==> src/rtl/tick_pkg.sv <==
package tick_pkg;
  typedef enum logic {
    RATE_SLOW = 1'b0,
    RATE_FAST = 1'b1
  } rate_e;

  function automatic int cnt_width(input int n);
    return (n > 1) ? $clog2(n) : 1;
  endfunction
endpackage

==> src/rtl/tick_prescale.sv <==
module tick_prescale #(
  parameter int CW = 15
) (
  input  logic          clk,
  input  logic          rst_n,
  input  logic          en,
  input  logic [CW-1:0] term,
  output logic          wrap
);
  logic [CW-1:0] cnt_q;

  // ">=" so that a terminal count lowered below the running value wraps at once
  assign wrap = en && (cnt_q >= term);

  always_ff @(posedge clk or negedge rst_n) begin
    if (!rst_n)
      cnt_q <= '0;
    else if (en)
      cnt_q <= wrap ? '0 : cnt_q + 1'b1;
  end

  AST_PRE_FROZEN: assert property (@(posedge clk) disable iff (!rst_n)
    !en |=> $stable(cnt_q));
  AST_PRE_SHRINK: assert property (@(posedge clk) disable iff (!rst_n)
    (en && cnt_q > term) |=> (cnt_q == '0));
endmodule

==> src/rtl/tick_toggle.sv <==
module tick_toggle #(
  parameter int TOGGLE_DIV = 1000
) (
  input  logic clk,
  input  logic rst_n,
  input  logic step,
  output logic wave,
  output logic tick
);
  localparam int TW = tick_pkg::cnt_width(TOGGLE_DIV);
  localparam logic [TW-1:0] LAST = TW'(TOGGLE_DIV - 1);

  logic [TW-1:0] post_q;
  logic          wave_q;
  logic          tick_q;

  always_ff @(posedge clk or negedge rst_n) begin
    if (!rst_n) begin
      post_q <= '0;
      wave_q <= 1'b0;
      tick_q <= 1'b0;
    end else begin
      tick_q <= 1'b0;
      if (step) begin
        if (post_q == LAST) begin
          post_q <= '0;
          wave_q <= ~wave_q;
          tick_q <= ~wave_q;
        end else begin
          post_q <= post_q + 1'b1;
        end
      end
    end
  end

  assign wave = wave_q;
  assign tick = tick_q;

  AST_TICK_ONE_CYCLE: assert property (@(posedge clk) disable iff (!rst_n)
    tick_q |=> !tick_q);
  AST_TICK_ON_RISE: assert property (@(posedge clk) disable iff (!rst_n)
    tick_q |-> (wave_q && !$past(wave_q)));
  AST_WAVE_HOLD: assert property (@(posedge clk) disable iff (!rst_n)
    !step |=> $stable(wave_q));
  AST_POST_RANGE: assert property (@(posedge clk) disable iff (!rst_n)
    post_q <= LAST);
endmodule

==> src/rtl/tick_channel.sv <==
module tick_channel #(
  parameter int SLOW_DIV   = 25000,
  parameter int FAST_DIV   = 50,
  parameter int TOGGLE_DIV = 1000,
  parameter bit SELECTABLE = 1'b1
) (
  input  logic clk,
  input  logic rst_n,
  input  logic en,
  input  logic fast,
  output logic wave,
  output logic tick
);
  import tick_pkg::*;

  localparam int TOP_DIV = SELECTABLE ? SLOW_DIV : FAST_DIV;
  localparam int CW      = cnt_width(TOP_DIV);
  localparam logic [CW-1:0] SLOW_TERM = CW'(SLOW_DIV - 1);
  localparam logic [CW-1:0] FAST_TERM = CW'(FAST_DIV - 1);

  logic [CW-1:0] term;
  logic          wrap;
  rate_e         rate;

  generate
    if (SELECTABLE) begin : g_sel
      assign rate = fast ? RATE_FAST : RATE_SLOW;
      assign term = (rate == RATE_FAST) ? FAST_TERM : SLOW_TERM;
    end else begin : g_fixed
      assign rate = RATE_FAST;
      assign term = FAST_TERM;
    end
  endgenerate

  tick_prescale #(.CW(CW)) i_pre (
    .clk  (clk),
    .rst_n(rst_n),
    .en   (en),
    .term (term),
    .wrap (wrap)
  );

  tick_toggle #(.TOGGLE_DIV(TOGGLE_DIV)) i_tog (
    .clk  (clk),
    .rst_n(rst_n),
    .step (wrap),
    .wave (wave),
    .tick (tick)
  );
endmodule

==> src/rtl/dual_tick_gen.sv <==
module dual_tick_gen #(
  parameter int SLOW_DIV   = 25000,
  parameter int FAST_DIV   = 50,
  parameter int TOGGLE_DIV = 1000
) (
  input  logic clk,
  input  logic rst_n,
  input  logic clk_set_mode,
  input  logic alm_set_mode,
  input  logic adj_btn_n,
  output logic clk_wave,
  output logic clk_tick,
  output logic alm_wave,
  output logic alm_tick
);
  logic btn_held;
  logic clk_fast;
  logic alm_run;

  assign btn_held = ~adj_btn_n;
  assign clk_fast = clk_set_mode & btn_held;
  assign alm_run  = alm_set_mode & btn_held;

  tick_channel #(
    .SLOW_DIV  (SLOW_DIV),
    .FAST_DIV  (FAST_DIV),
    .TOGGLE_DIV(TOGGLE_DIV),
    .SELECTABLE(1'b1)
  ) i_clk_ch (
    .clk  (clk),
    .rst_n(rst_n),
    .en   (1'b1),
    .fast (clk_fast),
    .wave (clk_wave),
    .tick (clk_tick)
  );

  tick_channel #(
    .SLOW_DIV  (SLOW_DIV),
    .FAST_DIV  (FAST_DIV),
    .TOGGLE_DIV(TOGGLE_DIV),
    .SELECTABLE(1'b0)
  ) i_alm_ch (
    .clk  (clk),
    .rst_n(rst_n),
    .en   (alm_run),
    .fast (1'b1),
    .wave (alm_wave),
    .tick (alm_tick)
  );

  AST_ALM_QUIET: assert property (@(posedge clk) disable iff (!rst_n)
    !$past(alm_set_mode && !adj_btn_n) |-> !alm_tick);
  AST_RESET_LOW: assert property (@(posedge clk)
    !rst_n |-> !(clk_wave || clk_tick || alm_wave || alm_tick));
endmodule

==> config.mk <==
export PLATFORM = sky130hd
export DESIGN_NAME = dual_tick_gen
export DESIGN_NICKNAME = d
export VERILOG_FILES = /design/src/rtl/tick_pkg.sv /design/src/rtl/tick_prescale.sv /design/src/rtl/tick_toggle.sv /design/src/rtl/tick_channel.sv /design/src/rtl/dual_tick_gen.sv
export SDC_FILE = /design/constraint.sdc
export NUM_CORES = 1
export LEC_CHECK = 0
export ABC_AREA = 1
export BUFFER_PORTS_ARGS = -buffer_cell sky130_fd_sc_hd__clkbuf_2
export CAP_MARGIN = 20
export CORE_UTILIZATION = 62
export DETAILED_ROUTE_END_ITERATION = 12
export GPL_ROUTABILITY_DRIVEN = 1
export PLACE_DENSITY = 0.8
export SYNTH_ARGS = -nofsm -noshare
export SYNTH_HDL_FRONTEND = slang
export SYNTH_SLANG_ARGS = --single-unit
export TNS_END_PERCENT = 30
==> constraint.sdc <==
create_clock -name clk -period 1.9 [get_ports clk]
set_clock_uncertainty 0.1 [all_clocks]
set_input_delay 0.285 -clock clk [delete_from_list [all_inputs] [get_ports clk]]
set_output_delay 0.285 -clock clk [all_outputs]
set_load 0.02 [all_outputs]
; After elaboration in Yosys (flattened, before gate mapping)
; Index checks and enable logic that the tools add are counted.
[classes]
addsub = 4
multipliers = 0
div_mod_pow = 0
order_cmp = 2
eq_ne = 2
shift = 0
muxes = 10
bitwise = 5
n_reduce_logical = 3
[op_table]
columns = op, count
row1 = $mux 15, 2
row2 = $add 10x1->10 const B, 2
row3 = $eq 10x10->1 const B, 2
row4 = $mux 10, 2
row5 = $add 15x1->15 const B, 1
row6 = $ge 15x15->1, 1
row7 = $add 6x1->6 const B, 1
row8 = $ge 6x6->1 const B, 1
row9 = $mux 6, 1
row10 = $mux 1, 5
row11 = $reduce_and 2->1, 2
row12 = $not 1->1, 3
row13 = $and 1x1->1, 2
row14 = $logic_and 1x1->1, 1
[totals]
ff_bits = 45
latch_bits = 0
mem_bits_rw = 0
mem_bits_ro = 0
inputBits = 5
output_inout_bits = 4
memories = 0

; Logic depth before layout (Yosys ltp)
[logic_depth]
depth_word = 6
depth_mapped = 13
depth_no_buf = 12

; By module
; From an unflattened synthesis, not the netlist that was laid out.
[hier_totals]
cells_unflattened = 435
hier_area_um2 = 3275.6
[by_module_without_submodules]
columns = mod, n_inst, cells_per_inst, area_per_inst_um2
row1 = tick_prescale (i_clk_ch.i_pre), 1, 183, 1386.3
row2 = tick_toggle, 2, 87, 661.9
row3 = tick_prescale (i_alm_ch.i_pre), 1, 68, 528.0
row4 = dual_tick_gen, 1, 5, 18.8
row5 = tick_channel (i_clk_ch), 1, 3, 11.3
row6 = tick_channel (i_alm_ch), 1, 2, 7.5

; Worst setup path after synthesis
; Ideal clock, no wire load.
[synth_path]
path_type = register -> register
from = reg i_clk_ch.i_pre.cnt_q[4]
to = reg i_clk_ch.i_tog.wave_q, in the netlist i_clk_ch.i_tog.wave
t_arrival_ns = 1.380
slack_ns = 0.303
stages_incl_launch_ff = 11
path_buffers = 1
period_less_slack_ns = 1.597
cell_sequence = dfrtp_1 -> ha_1 -> nand2_1 -> nand2_1 -> a21oi_1 -> nand2_1 -> nand2_1 -> nand2_1 -> buf_4 -> nand2_1 -> nand2_1
[synth_between]
elab_chain_cells = 2
[synth_rtl]
columns = item, line_no
row1 = start: declaration, tick_prescale.sv:10  ; logic [CW-1:0] cnt_q;
row2 = start signal: assignment, tick_prescale.sv:19  ; cnt_q <= wrap ? '0 : cnt_q + 1'b1;
row3 = $ge 15x15->1, tick_prescale.sv:13  ; assign wrap = en && (cnt_q >= term);
row4 = $reduce_and 2->1 (no source line), n/a
row5 = end signal: assignment, tick_toggle.sv:27  ; wave_q <= ~wave_q;
row6 = end: declaration, tick_toggle.sv:14  ; logic wave_q;
; Every way passes these cells.
; A chain may end at the register's enable or synchronous reset.

; Worst setup path in the final report
[layout_path]
from = reg i_clk_ch.i_pre.cnt_q[4]
to = reg i_clk_ch.i_pre.cnt_q[3]
[layout_between]
elab_chain_cells = 2
[layout_rtl]
columns = item, line_no
row1 = $ge 15x15->1, tick_prescale.sv:13
row2 = $mux 15, tick_prescale.sv:19
; Every way passes these cells.

==> results <==
- The maximum number of pins on one net before global-route repair is 46.
- The number of vias per cell is 5.36.
- Buffers placed on the I/O ports in this run total 8.
- The longest clock path from root to sink contains 2 buffers.
- The clock tree synthesis step divided the H-tree into 2 levels.
- The worst setup path is launched from a flop.
- For this design the ratio of total power to cell area is 1060 mW/mm^2.
- The net count reported at finish is 387.
- The path class of the lowest-slack min-delay path is primary input to flop.
- After legalization and detailed placement, the total HPWL measured 3.67 mm.
- The number of nets in the synthesized netlist is 366.
- The run finished with clean final reports.
- The synthesized area divided by synthesized cell count is 7.44 um^2.
- By instance count, the leading cell after synthesis is nand2_1.
- The data arrival time of the critical path is 1.88 ns.
- The worst register-to-register path ends at i_clk_ch.i_pre.cnt_q[3].
- The detailed-routed wire length on met2 is 2.51 mm.
- The number of detailed-route iterations in the first pass is 4.
- The total area inside the core boundary comes to 0.00403 mm^2.
- TritonCTS built the clock tree.
- The die is 67.1 um tall.
- The via count of the first global-routing pass is 2161.
- The total routing resource utilization after global routing is 26.2%.
- Dividing the detail-routed wire length by the instance count gives 12.2 um.
- The wire length of the first global-routing pass is 8.94 mm.
- For flop-to-flop paths, the worst setup slack is 0.16 ns.
- The worst hold path terminates at i_alm_ch.i_pre.cnt_q[1].
- The slew at the pin closest to its max-slew limit is 0.574 ns.
- Counting flops with an async set or reset pin after synthesis yields a share of 100%.
- Summed over all instances, the cell type with the most area after synthesis is dfrtp_1.
- The smallest clock period supported by the final layout is computed as 1.74 ns.
- CTS saw 45 sinks.
- The count of warnings emitted by yosys is 0.
- Summed over all layers, the global routing overflow is 0.
- Setup violations remaining at the end of the flow were counted as 0.
- The synthesis-to-layout area growth is 11.9%.
- The worst setup slack before clock tree synthesis is 0.0350 ns.
- After synthesis the netlist holds a flip-flop and latch count of 45.
- Data on the critical path is required at its endpoint by 2.04 ns.
- The start of the worst register-to-register path is i_clk_ch.i_pre.cnt_q[4].
- Synthesis produced 353 cells.
- The final hold violation count is 0.
- The startpoint identified for the worst hold timing path is alm_set_mode.
- Wires add up to 5.17 mm.
- Power comes to 3.12 mW.
- The initial antenna violation count was 0.
- The detailed router used layers up to and including met4.
- Clock-pin slew was measured on the worst setup and hold paths at 0.09 ns.
- Yosys attributes the largest share of cell area to dfrtp_1 (43%), nand2_1 (12%), nor2_1 (7.6%).
- The final route contains 2277 vias.
- Adding up every negative setup slack in the final design gives 0 ns.
- For this design the top-level I/O count stands at 9.
- In this run, the number of DRC markers left after iteration 0 of detailed routing was 180.
- Measured in cells, the most critical reg-to-reg path has a length of 11.
- In this run the cell area of the synthesized design comes to 0.00263 mm^2.
- The commonest cells after synthesis are nand2_1 (83), nor2_1 (53), dfrtp_1 (45).
- The normalized max-slew margin is 61.8%.
- The most used flip-flop cell after synthesis is dfrtp_1.
- Along the worst path, the maximum fanout reaches 13.
- The worst hold path stage count is 4.
- Counting the buffers created by CTS gives 5.
- The full die area is 0.00450 mm^2.
- Summed over its instances, the top area cell type makes up 42.9% of the synthesized netlist area.
- The detailed-route wire length on metal 1 is 2.41 mm.
- The number of distinct library cells after synthesis is 27.
- Once the floorplan was initialized, standard cells occupied 65.2% of the core.
- The congestion estimate from routability-driven global placement came to 0.856.
- The root buffer cell is clkbuf_8.
- The worst path uses 91.4% of the clock period.
- The number of synthesized flops with an enable pin is 0.
- The post-layout utilization of the core is 73.0%.
- The endpoint class of the critical path is a flop.
- The floorplan step set the die width to 67.1 um.
- The critical path in this run is classified as flop to flop.
- The number of max-slew violations in the final report is 0.
- The largest voltage drop on the vdd net is 0.743 mV.
- The insertion delay of the later-clocked pin in the worst-skew pair is 0.30 ns.
- In the detailed route, the total length drawn on met3 is 204 um.
- The maximum clock rate is 0.576 GHz.
- The residual antenna-violating net count after detailed routing is 0.
- In this run the static leakage power is 1.51 nW.
- The share of layout cells above drive strength 1 is 12.8%.
- The number of filler cells placed in the layout is 322.
- Once routing completed, OpenROAD measured the worst setup slack at 0.162 ns.
- The number of placement rows is 23.
- The DRC violation count after routing is 0.
- Of the synthesized area, sequential elements account for 42.9%.
- The max-capacitance violation count is 0.
- The antenna diode count is 0.
## worst max-delay path, cell delays in order (launching register included)
cell     delay (ns)
dfrtp_1        0.40
ha_1           0.32
nand2_1        0.07
nand2_1        0.06
a21oi_2        0.11
nand2_1        0.06
nand2_1        0.07
nand2_2        0.09
buf_12         0.17
inv_4          0.08
nand2_1        0.06
nor2_2         0.08
## state kept, by name, indices dropped and copies added (netlist names)
name	count
i_clk_ch.i_pre.cnt_q	15
i_alm_ch.i_tog.post_q	10
i_clk_ch.i_tog.post_q	10
i_alm_ch.i_pre.cnt_q	6
i_alm_ch.i_tog.tick	1
i_alm_ch.i_tog.wave	1
i_clk_ch.i_tog.tick	1
i_clk_ch.i_tog.wave	1
## timing repair
item                                   in CTS  in global routing
setup buffers                               0                  1
hold buffers                                1                  0
endpoints found under the hold margin      45                  0
gates resized for setup                     0                  3
setup endpoints to repair                   0                  3
## layout make-up
type / count / area, um^2 / share of cell area, %
Multi-Input combinational cell: 251 / 1270 / 43.4
Sequential cell: 45 / 1130 / 38.3
Inverter: 50 / 190 / 6.47
Timing Repair Buffer: 21 / 170 / 5.79
Clock buffer: 5 / 68.8 / 2.34
Tap cell: 50 / 62.6 / 2.13
Clock inverter: 3 / 46.3 / 1.58
## placed cells by master (no fill, tap or decap), types with 3 or more instances in the layout
cell type / count
inv_1: 44
a21oi_1: 9
dfrtp_1: 45
buf_4: 10
nand2_2: 3
clkbuf_8: 5
inv_2: 5
ha_1: 8
nor3_2: 5
nand2_1: 82
xor2_1: 13
nor3_1: 14
o21ai_0: 10
clkbuf_2: 8
nor2_1: 52
nand4_1: 10
nand3_1: 28
o21ai_1: 4
## layer usage
layer	vias up	global-route usage, %
met5	-	0
met4	0	6.12
met3	6	5.14
met2	58	44.9
met1	1045	33.8
li1	1168	-
## kinds of logic after synthesis
family / count (synthesis) / share of synthesized area (%)
AND/OR/NAND/NOR: 204 / 34.8
buffers and inverters: 57 / 8.91
flip-flops: 45 / 42.9
AO/OA/AOI/OAI: 24 / 4.57
XOR/XNOR: 15 / 5.00
adder cells (fa/ha/maj): 8 / 3.81
## report_power, final
part           internal (mW)  leakage (nW)  switching [mW]
Combinational          0.370         0.884           0.576
Clock                  0.394        0.0543           0.348
Sequential              1.18         0.575           0.247
Total                   1.95          1.51            1.17
## how the worst max path moves through the flow
stage	startpoint	endpoint	depth (start not counted)
3_3_place_gp	adj_btn_n	i_clk_ch.i_tog.post_q[7]	14
3_5_place_dp	adj_btn_n	i_clk_ch.i_pre.cnt_q[3]	14
2_1_floorplan	i_clk_ch.i_pre.cnt_q[4]	i_clk_ch.i_tog.wave	10
6_report	i_clk_ch.i_pre.cnt_q[4]	i_clk_ch.i_pre.cnt_q[3]	11
4_1_cts	i_clk_ch.i_pre.cnt_q[4]	i_clk_ch.i_pre.cnt_q[3]	11
5_1_grt	i_clk_ch.i_pre.cnt_q[4]	i_clk_ch.i_pre.cnt_q[3]	11
## metrics by stage
step	std cells	hold WS [ns]	cell area [um^2]
global route	425	0.295	2940
global placement	414	0.299	2770
detailed placement	414	0.304	2770
CTS	423	0.233	2900
finish	425	0.238	2940
floorplan	353	-0.111	2630
Note: power is estimated with default switching activity, not from simulation.
